$ cat config.mk
export PLATFORM = sky130hd
export DESIGN_NAME = wdt_windowed
export DESIGN_NICKNAME = d
export VERILOG_FILES = /design/src/rtl/wdg_pkg.sv /design/src/rtl/wdg_prescale.sv /design/src/rtl/wdg_feed_seq.sv /design/src/rtl/wdg_downcount.sv /design/src/rtl/wdt_windowed.sv
export SDC_FILE = /design/constraint.sdc
export NUM_CORES = 1
export LEC_CHECK = 0
export ABC_AREA = 1
export BUFFER_PORTS_ARGS = -buffer_cell sky130_fd_sc_hd__buf_2
export CORE_MARGIN = 2
export CORE_UTILIZATION = 47
export CTS_CLUSTER_DIAMETER = 150
export DETAILED_ROUTE_END_ITERATION = 10
export HOLD_SLACK_MARGIN = 0.06
export PLACE_DENSITY_LB_ADDON = 0.12
export SETUP_SLACK_MARGIN = 0.5
export SYNTH_ARGS = -nofsm -noshare
export SYNTH_HDL_FRONTEND = slang
export SYNTH_SLANG_ARGS = --single-unit
$ cat constraint.sdc
create_clock -name clk -period 2.65 [get_ports clk]
set_clock_uncertainty 0.05 [all_clocks]
set_input_delay 0.265 -clock clk [delete_from_list [all_inputs] [get_ports clk]]
set_output_delay 0.265 -clock clk [all_outputs]
set_load 0.01 [all_outputs]
$ cat src/rtl/wdg_pkg.sv
package wdg_pkg;
  localparam logic [7:0] OFS_MODE = 8'h00;
  localparam logic [7:0] OFS_TC   = 8'h04;
  localparam logic [7:0] OFS_FEED = 8'h08;
  localparam logic [7:0] OFS_CNT  = 8'h0C;
  localparam logic [7:0] OFS_WARN = 8'h14;
  localparam logic [7:0] OFS_WIN  = 8'h18;

  localparam int MB_EN   = 0;
  localparam int MB_RSTE = 1;
  localparam int MB_TOF  = 2;
  localparam int MB_WINT = 3;

  localparam logic [7:0] KEY_FIRST  = 8'hAA;
  localparam logic [7:0] KEY_SECOND = 8'h55;

  typedef enum logic {SEQ_IDLE = 1'b0, SEQ_ARMED = 1'b1} seq_t;
endpackage

$ cat src/rtl/wdg_prescale.sv
module wdg_prescale #(
  parameter int DIV = 4
) (
  input  logic clk,
  input  logic rst,
  input  logic run,
  output logic tick
);
  localparam int PW = (DIV > 2) ? $clog2(DIV) : 1;
  localparam logic [PW-1:0] LAST = PW'(DIV - 1);

  logic [PW-1:0] div_q;

  always_ff @(posedge clk) begin
    if (rst || !run) div_q <= '0;
    else if (div_q == LAST) div_q <= '0;
    else div_q <= div_q + 1'b1;
  end

  assign tick = run && (div_q == LAST);
endmodule

$ cat src/rtl/wdg_feed_seq.sv
module wdg_feed_seq import wdg_pkg::*; (
  input  logic       clk,
  input  logic       rst,
  input  logic       feed_we,
  input  logic [7:0] feed_byte,
  input  logic       running,
  input  logic       early,
  output logic       good,
  output logic       bad
);
  seq_t st_q;

  always_comb begin
    good = 1'b0;
    bad  = 1'b0;
    if (feed_we && st_q == SEQ_ARMED) begin
      if (feed_byte == KEY_SECOND) begin
        if (running && early) bad = 1'b1;
        else good = 1'b1;
      end else begin
        bad = running;
      end
    end
  end

  always_ff @(posedge clk) begin
    if (rst) st_q <= SEQ_IDLE;
    else if (feed_we)
      st_q <= (st_q == SEQ_IDLE && feed_byte == KEY_FIRST) ? SEQ_ARMED : SEQ_IDLE;
  end
endmodule

$ cat src/rtl/wdg_downcount.sv
module wdg_downcount #(
  parameter int             CNT_W  = 24,
  parameter logic [CNT_W-1:0] RST_VAL = CNT_W'(8'hFF)
) (
  input  logic             clk,
  input  logic             rst,
  input  logic             tick,
  input  logic             load,
  input  logic [CNT_W-1:0] load_val,
  output logic [CNT_W-1:0] cnt
);
  always_ff @(posedge clk) begin
    if (rst) cnt <= RST_VAL;
    else if (load) cnt <= load_val;
    else if (tick) cnt <= cnt - 1'b1;
  end
endmodule

$ cat src/rtl/wdt_windowed.sv
module wdt_windowed import wdg_pkg::*; #(
  parameter int ADDR_W   = 5,
  parameter int DATA_W   = 32,
  parameter int CNT_W    = 24,
  parameter int PRESCALE = 4
) (
  input  logic              clk,
  input  logic              rst,
  input  logic [ADDR_W-1:0] bus_addr,
  input  logic [DATA_W-1:0] bus_wdata,
  input  logic              bus_we,
  input  logic              bus_re,
  output logic [DATA_W-1:0] bus_rdata,
  output logic              warn_irq,
  output logic              rst_req
);
  localparam logic [CNT_W-1:0] TC_RST  = CNT_W'(8'hFF);
  localparam logic [CNT_W-1:0] WIN_RST = '1;

  logic [CNT_W-1:0] tc_q, warn_q, win_q, cnt_q;
  logic en_q, rsten_q, en_stg, rsten_stg, tof_q, wint_q, rst_req_q;
  logic [DATA_W-1:0] rdata_q, rd_val;
  logic wr_mode, wr_tc, wr_feed, wr_warn, wr_win;
  logic tick, feed_good, feed_bad, timeout, fault, load, early;
  logic unused_hi;

  assign unused_hi = ^bus_wdata[DATA_W-1:CNT_W];

  assign wr_mode = bus_we && bus_addr == OFS_MODE[ADDR_W-1:0];
  assign wr_tc   = bus_we && bus_addr == OFS_TC[ADDR_W-1:0];
  assign wr_feed = bus_we && bus_addr == OFS_FEED[ADDR_W-1:0];
  assign wr_warn = bus_we && bus_addr == OFS_WARN[ADDR_W-1:0];
  assign wr_win  = bus_we && bus_addr == OFS_WIN[ADDR_W-1:0];

  assign early = cnt_q > win_q;

  wdg_prescale #(.DIV(PRESCALE)) pre_i (
    .clk(clk), .rst(rst), .run(en_q), .tick(tick)
  );

  wdg_feed_seq feed_i (
    .clk(clk), .rst(rst), .feed_we(wr_feed), .feed_byte(bus_wdata[7:0]),
    .running(en_q), .early(early), .good(feed_good), .bad(feed_bad)
  );

  assign timeout = tick && cnt_q == '0 && !(feed_good || feed_bad);
  assign fault   = timeout || feed_bad;
  assign load    = feed_good || fault;

  wdg_downcount #(.CNT_W(CNT_W), .RST_VAL(TC_RST)) cnt_i (
    .clk(clk), .rst(rst), .tick(tick), .load(load), .load_val(tc_q), .cnt(cnt_q)
  );

  always_ff @(posedge clk) begin
    if (rst) begin
      tc_q      <= TC_RST;
      warn_q    <= '0;
      win_q     <= WIN_RST;
      en_q      <= 1'b0;
      rsten_q   <= 1'b0;
      en_stg    <= 1'b0;
      rsten_stg <= 1'b0;
      tof_q     <= 1'b0;
      wint_q    <= 1'b0;
      rst_req_q <= 1'b0;
    end else begin
      if (wr_tc)   tc_q   <= bus_wdata[CNT_W-1:0];
      if (wr_warn) warn_q <= bus_wdata[CNT_W-1:0];
      if (wr_win)  win_q  <= bus_wdata[CNT_W-1:0];
      en_stg    <= en_stg    | (wr_mode & bus_wdata[MB_EN]);
      rsten_stg <= rsten_stg | (wr_mode & bus_wdata[MB_RSTE]);
      en_q      <= en_q    | (feed_good & en_stg);
      rsten_q   <= rsten_q | (feed_good & rsten_stg);
      tof_q     <= fault | (tof_q & ~(wr_mode & ~bus_wdata[MB_TOF]));
      wint_q    <= (en_q && cnt_q == warn_q) | (wint_q & ~(wr_mode & ~bus_wdata[MB_WINT]));
      rst_req_q <= fault & rsten_q;
    end
  end

  always_comb begin
    rd_val = '0;
    case (bus_addr)
      OFS_MODE[ADDR_W-1:0]: rd_val = DATA_W'({wint_q, tof_q, rsten_q, en_q});
      OFS_TC[ADDR_W-1:0]:   rd_val = DATA_W'(tc_q);
      OFS_CNT[ADDR_W-1:0]:  rd_val = DATA_W'(cnt_q);
      OFS_WARN[ADDR_W-1:0]: rd_val = DATA_W'(warn_q);
      OFS_WIN[ADDR_W-1:0]:  rd_val = DATA_W'(win_q);
      default:              rd_val = '0;
    endcase
  end

  always_ff @(posedge clk) begin
    if (rst) rdata_q <= '0;
    else rdata_q <= bus_re ? rd_val : '0;
  end

  assign bus_rdata = rdata_q;
  assign warn_irq  = wint_q;
  assign rst_req   = rst_req_q;
endmodule

==> results.yml <==
outcome:
  outcome: "finished clean"
die:
  start_util_pct: 48.3
  num_rows: 43
  die-area_um2: 15300
  io_pins: 75
  die_x_um: 124
  core_um2: 13900
  die_h_um: 124
logic_synthesis:
  ys_seq_area_share_pct: 38.7
  ys_ff_latch: 130
  synth_flop_cell: "dfxtp_1"
  ys_types: 39
  synthesis.area_um2: 6730
  synth_compound_area_share_pct: 21.5
  synth_edf_count: 0
  synth_adder_area_share_pct: 4.84
  yosys.area_share.simple_pct: 22.3
  yosys.area_share.xor_xnor_pct: 2.08
  synthArstFlopShare_pct: 0
  muxShareOfSynthArea_pct: 0
  syn_area_per_cell_um2: 7.14
  ys.warnings.count: 0
  synth_top_family_by_area: "simple AND/OR/NAND/NOR gates"
  syn_inst: 942
sta:
  fmax_ghz: 0.447
  slew_headroom_pct: 50.9
  slew_viol_final: 0
  tns_ns: 0
  rsz0062_at_grt: "yes"
  tightestPinTransition_ns: 0.736
  finalCriticalPeriod_ns: 2.24
  setup_ws_ns: 0.414
  setup_viol: 0
  hold_viol: 0
  fin_crit_sh_pct: 84.4
  worst_hold_slack_ns: 0.0768
placement:
  dp_cells: 1170
  pre_cts_ws_ns: 0.136
  port_buffers: 58
  dp_hpwl_mm: 15.0
  gp_routability_congestion: 0.952
setup_path:
  arrival_ns: 2.47
  path_delay_family: "simple AND/OR/NAND/NOR gates"
  crit_chain: "inv_2 -> ha_4 -> nand4_1 -> buf_4 -> nor3_4 -> nand2_1 -> nand3_1 -> nand2_2 -> nand2_4 -> nand2_8 -> buf_12 -> nand2_1 -> nand2_1 -> nor2_1 -> nor2_1"
  crit_top_cell: "nand2_1"
  required_ns: 2.88
  critical_path.max_fanout: 6
  worstSetupPathType: "flip-flop to flip-flop"
  cp_num_cells: 15
  cp-start-kind: "flip-flop"
  slowest_stage: "dfxtp_2"
  path_buf_inv: 3
  slowest_delay_ns: 0.32
  reg2reg_depth: 15
  endpoint_kind: "flip-flop"
finish:
  syn2layout_area_growth_pct: 24.9
  antenna_cells: 0
  nets: 1105
  layout_commonest_cell: "nand2_1"
  drive_gt1_share_pct: 20.0
  fin_cells: 1229
  fin_util_pct: 60.3
  layout_common_cells: "nand2_1 (136), dfxtp_1 (117), a21oi_1 (98), inv_1 (96), nor2_1 (88)"
  fillers: 1284
power_and_ir_drop:
  leakagePower_uw: 0.00380
  p_per_area_nw_per_um2: 519
  max-vdd-ir-drop_mv: 0.429
clock_network:
  clk_latency_ns: 0.42
  clk_path_buf_depth: 2
  cts_buffers: 17
  cts_tree: "done"
  cts_root_buf: "clkbuf_16"
  ctsHtreeMaxLevel: 4
  clkSlewWorstSetupHoldPaths_ns: 0.06
  cts_num_sinks: 130
grt:
  grt_max_degree: 58
  grt_pass1_vias: 6244
  grt_pass1_wl_mm: 34.1
  grt_overflow: 0
  grt_usage_pct: 29.5
  antenna_found_initial: 0
route:
  avgRoutedWirePerCell_um: 18.0
  routed_wl_mm: 22.1
  dr.pass1.iters: 6
  drt-initial-drc-count: 753
  avgViaCountPerCell: 5.69
  ant_nets: 0
  vias: 6990
  drc: 0
min_path:
  min_path_type: "input pin to flip-flop"
  hold_depth: 3
run:
  drv_cap: 0
-- state kept, by name, indices dropped and copies added, names as in the netlist, 2 cells and up --
register     flops
bus_rdata       24
cnt_i.cnt       24
tc_q            24
warn_q          24
win_q           24
pre_i.div_q      2
-- path summary, 6_finish.rpt --
path                        startpoint                    endpoint  slack, ns
min reg2reg  pre_i.div_q[0]$_SDFF_PP0_   pre_i.div_q[0]$_SDFF_PP0_       0.37
min                       bus_wdata[4]       win_q[4]$_SDFFE_PP1P_       0.08
max             win_q[15]$_SDFFE_PP1P_  cnt_i.cnt[21]$_SDFFE_PP0P_       0.41
max reg2reg     win_q[15]$_SDFFE_PP1P_  cnt_i.cnt[21]$_SDFFE_PP0P_       0.41
-- routing by layer --
metal,GRT usage (%),share of wire [%]
met1,42.4,45
met2,45.2,44
met3,5.45,8.2
met4,8.45,2.2
met5,0,0
-- worst reg2reg max path: stages (launching register included) --
cell and delay (ns):
dfxtp_2 0.32, inv_2 0.05, ha_4 0.27, nand4_1 0.12, buf_4 0.17, nor3_4 0.22, nand2_1 0.07, nand3_1 0.08
nand2_2 0.08, nand2_4 0.13, nand2_8 0.10, buf_12 0.17, nand2_1 0.06, nand2_1 0.04, nor2_1 0.10, nor2_1 0.04
-- area by class of cell --
cell class | instances | area [um2] | share of cell area [%]
sequential | 130 | 2620 | 31.2
multi-input combinational | 648 | 3690 | 43.9
clock buffer | 24 | 472 | 5.61
tap | 180 | 225 | 2.68
clock inverter | 6 | 57.6 | 0.685
timing repair buffer | 124 | 898 | 10.7
inverter | 117 | 447 | 5.31
-- per-stage QoR --
step           cell area (um2)  total power (uW)
2_1_floorplan             6750              2140
3_3_place_gp              7310              2220
3_5_place_dp              7310              2220
4_1_cts                   8130              4360
5_1_grt                   8400              4480
6_report                  8400              4360
-- power by group --
| part | switching, uW | internal, uW |
|---|---|---|
| Clock | 836 | 1320 |
| Combinational | 143 | 81.1 |
| Sequential | 9.52 | 1970 |
| Total | 989 | 3370 |
-- repair_timing --
item / 4_1_cts / 5_1_grt
hold buffers: 18 / 0
pin swaps: 5 / 20
endpoints found under the hold margin: 20 / 0
setup endpoints to repair: 25 / 26
buffers inserted: 4 / 4
resized for setup: 25 / 51
gates cloned: 0 / 3
-- logic make-up after synthesis --
kind of cell | count (synthesis)
buffers and inverters | 171
flip-flops | 130
adder cells (fa/ha/maj) | 26
other | 1
AND/OR/NAND/NOR | 341
XOR/XNOR | 16
AO/OA/AOI/OAI | 257
-- cell usage after synthesis, types with 2 or more instances --
cell         n  area, um2
a21o_1       2       15.0
a21oi_1    101        505
a221oi_1    22        193
buf_2       12       60.1
buf_4        9       67.6
buf_6        2       22.5
clkbuf_1    30        113
clkinv_1     3       11.3
dfxtp_1    130       2600
ha_1        26        325
inv_1      107        402
inv_2        7       26.3
nand2_1    149        559
nand2_2      4       25.0
nand3_1     47        235
nand3b_1     2       15.0
nand4_1     19        119
nand4_4      2       42.5
nor2_1      95        357
nor2_2       3       18.8
nor3_1      10       50.1
nor3_2       2       20.0
nor4_1       4       25.0
o2111ai_1    2       17.5
o211ai_1     5       37.5
o21ai_0     86        430
o22ai_1     35        219
xnor2_1      2       17.5
xor2_1      14        123
No activity file was read; power rests on OpenSTA's default activity.
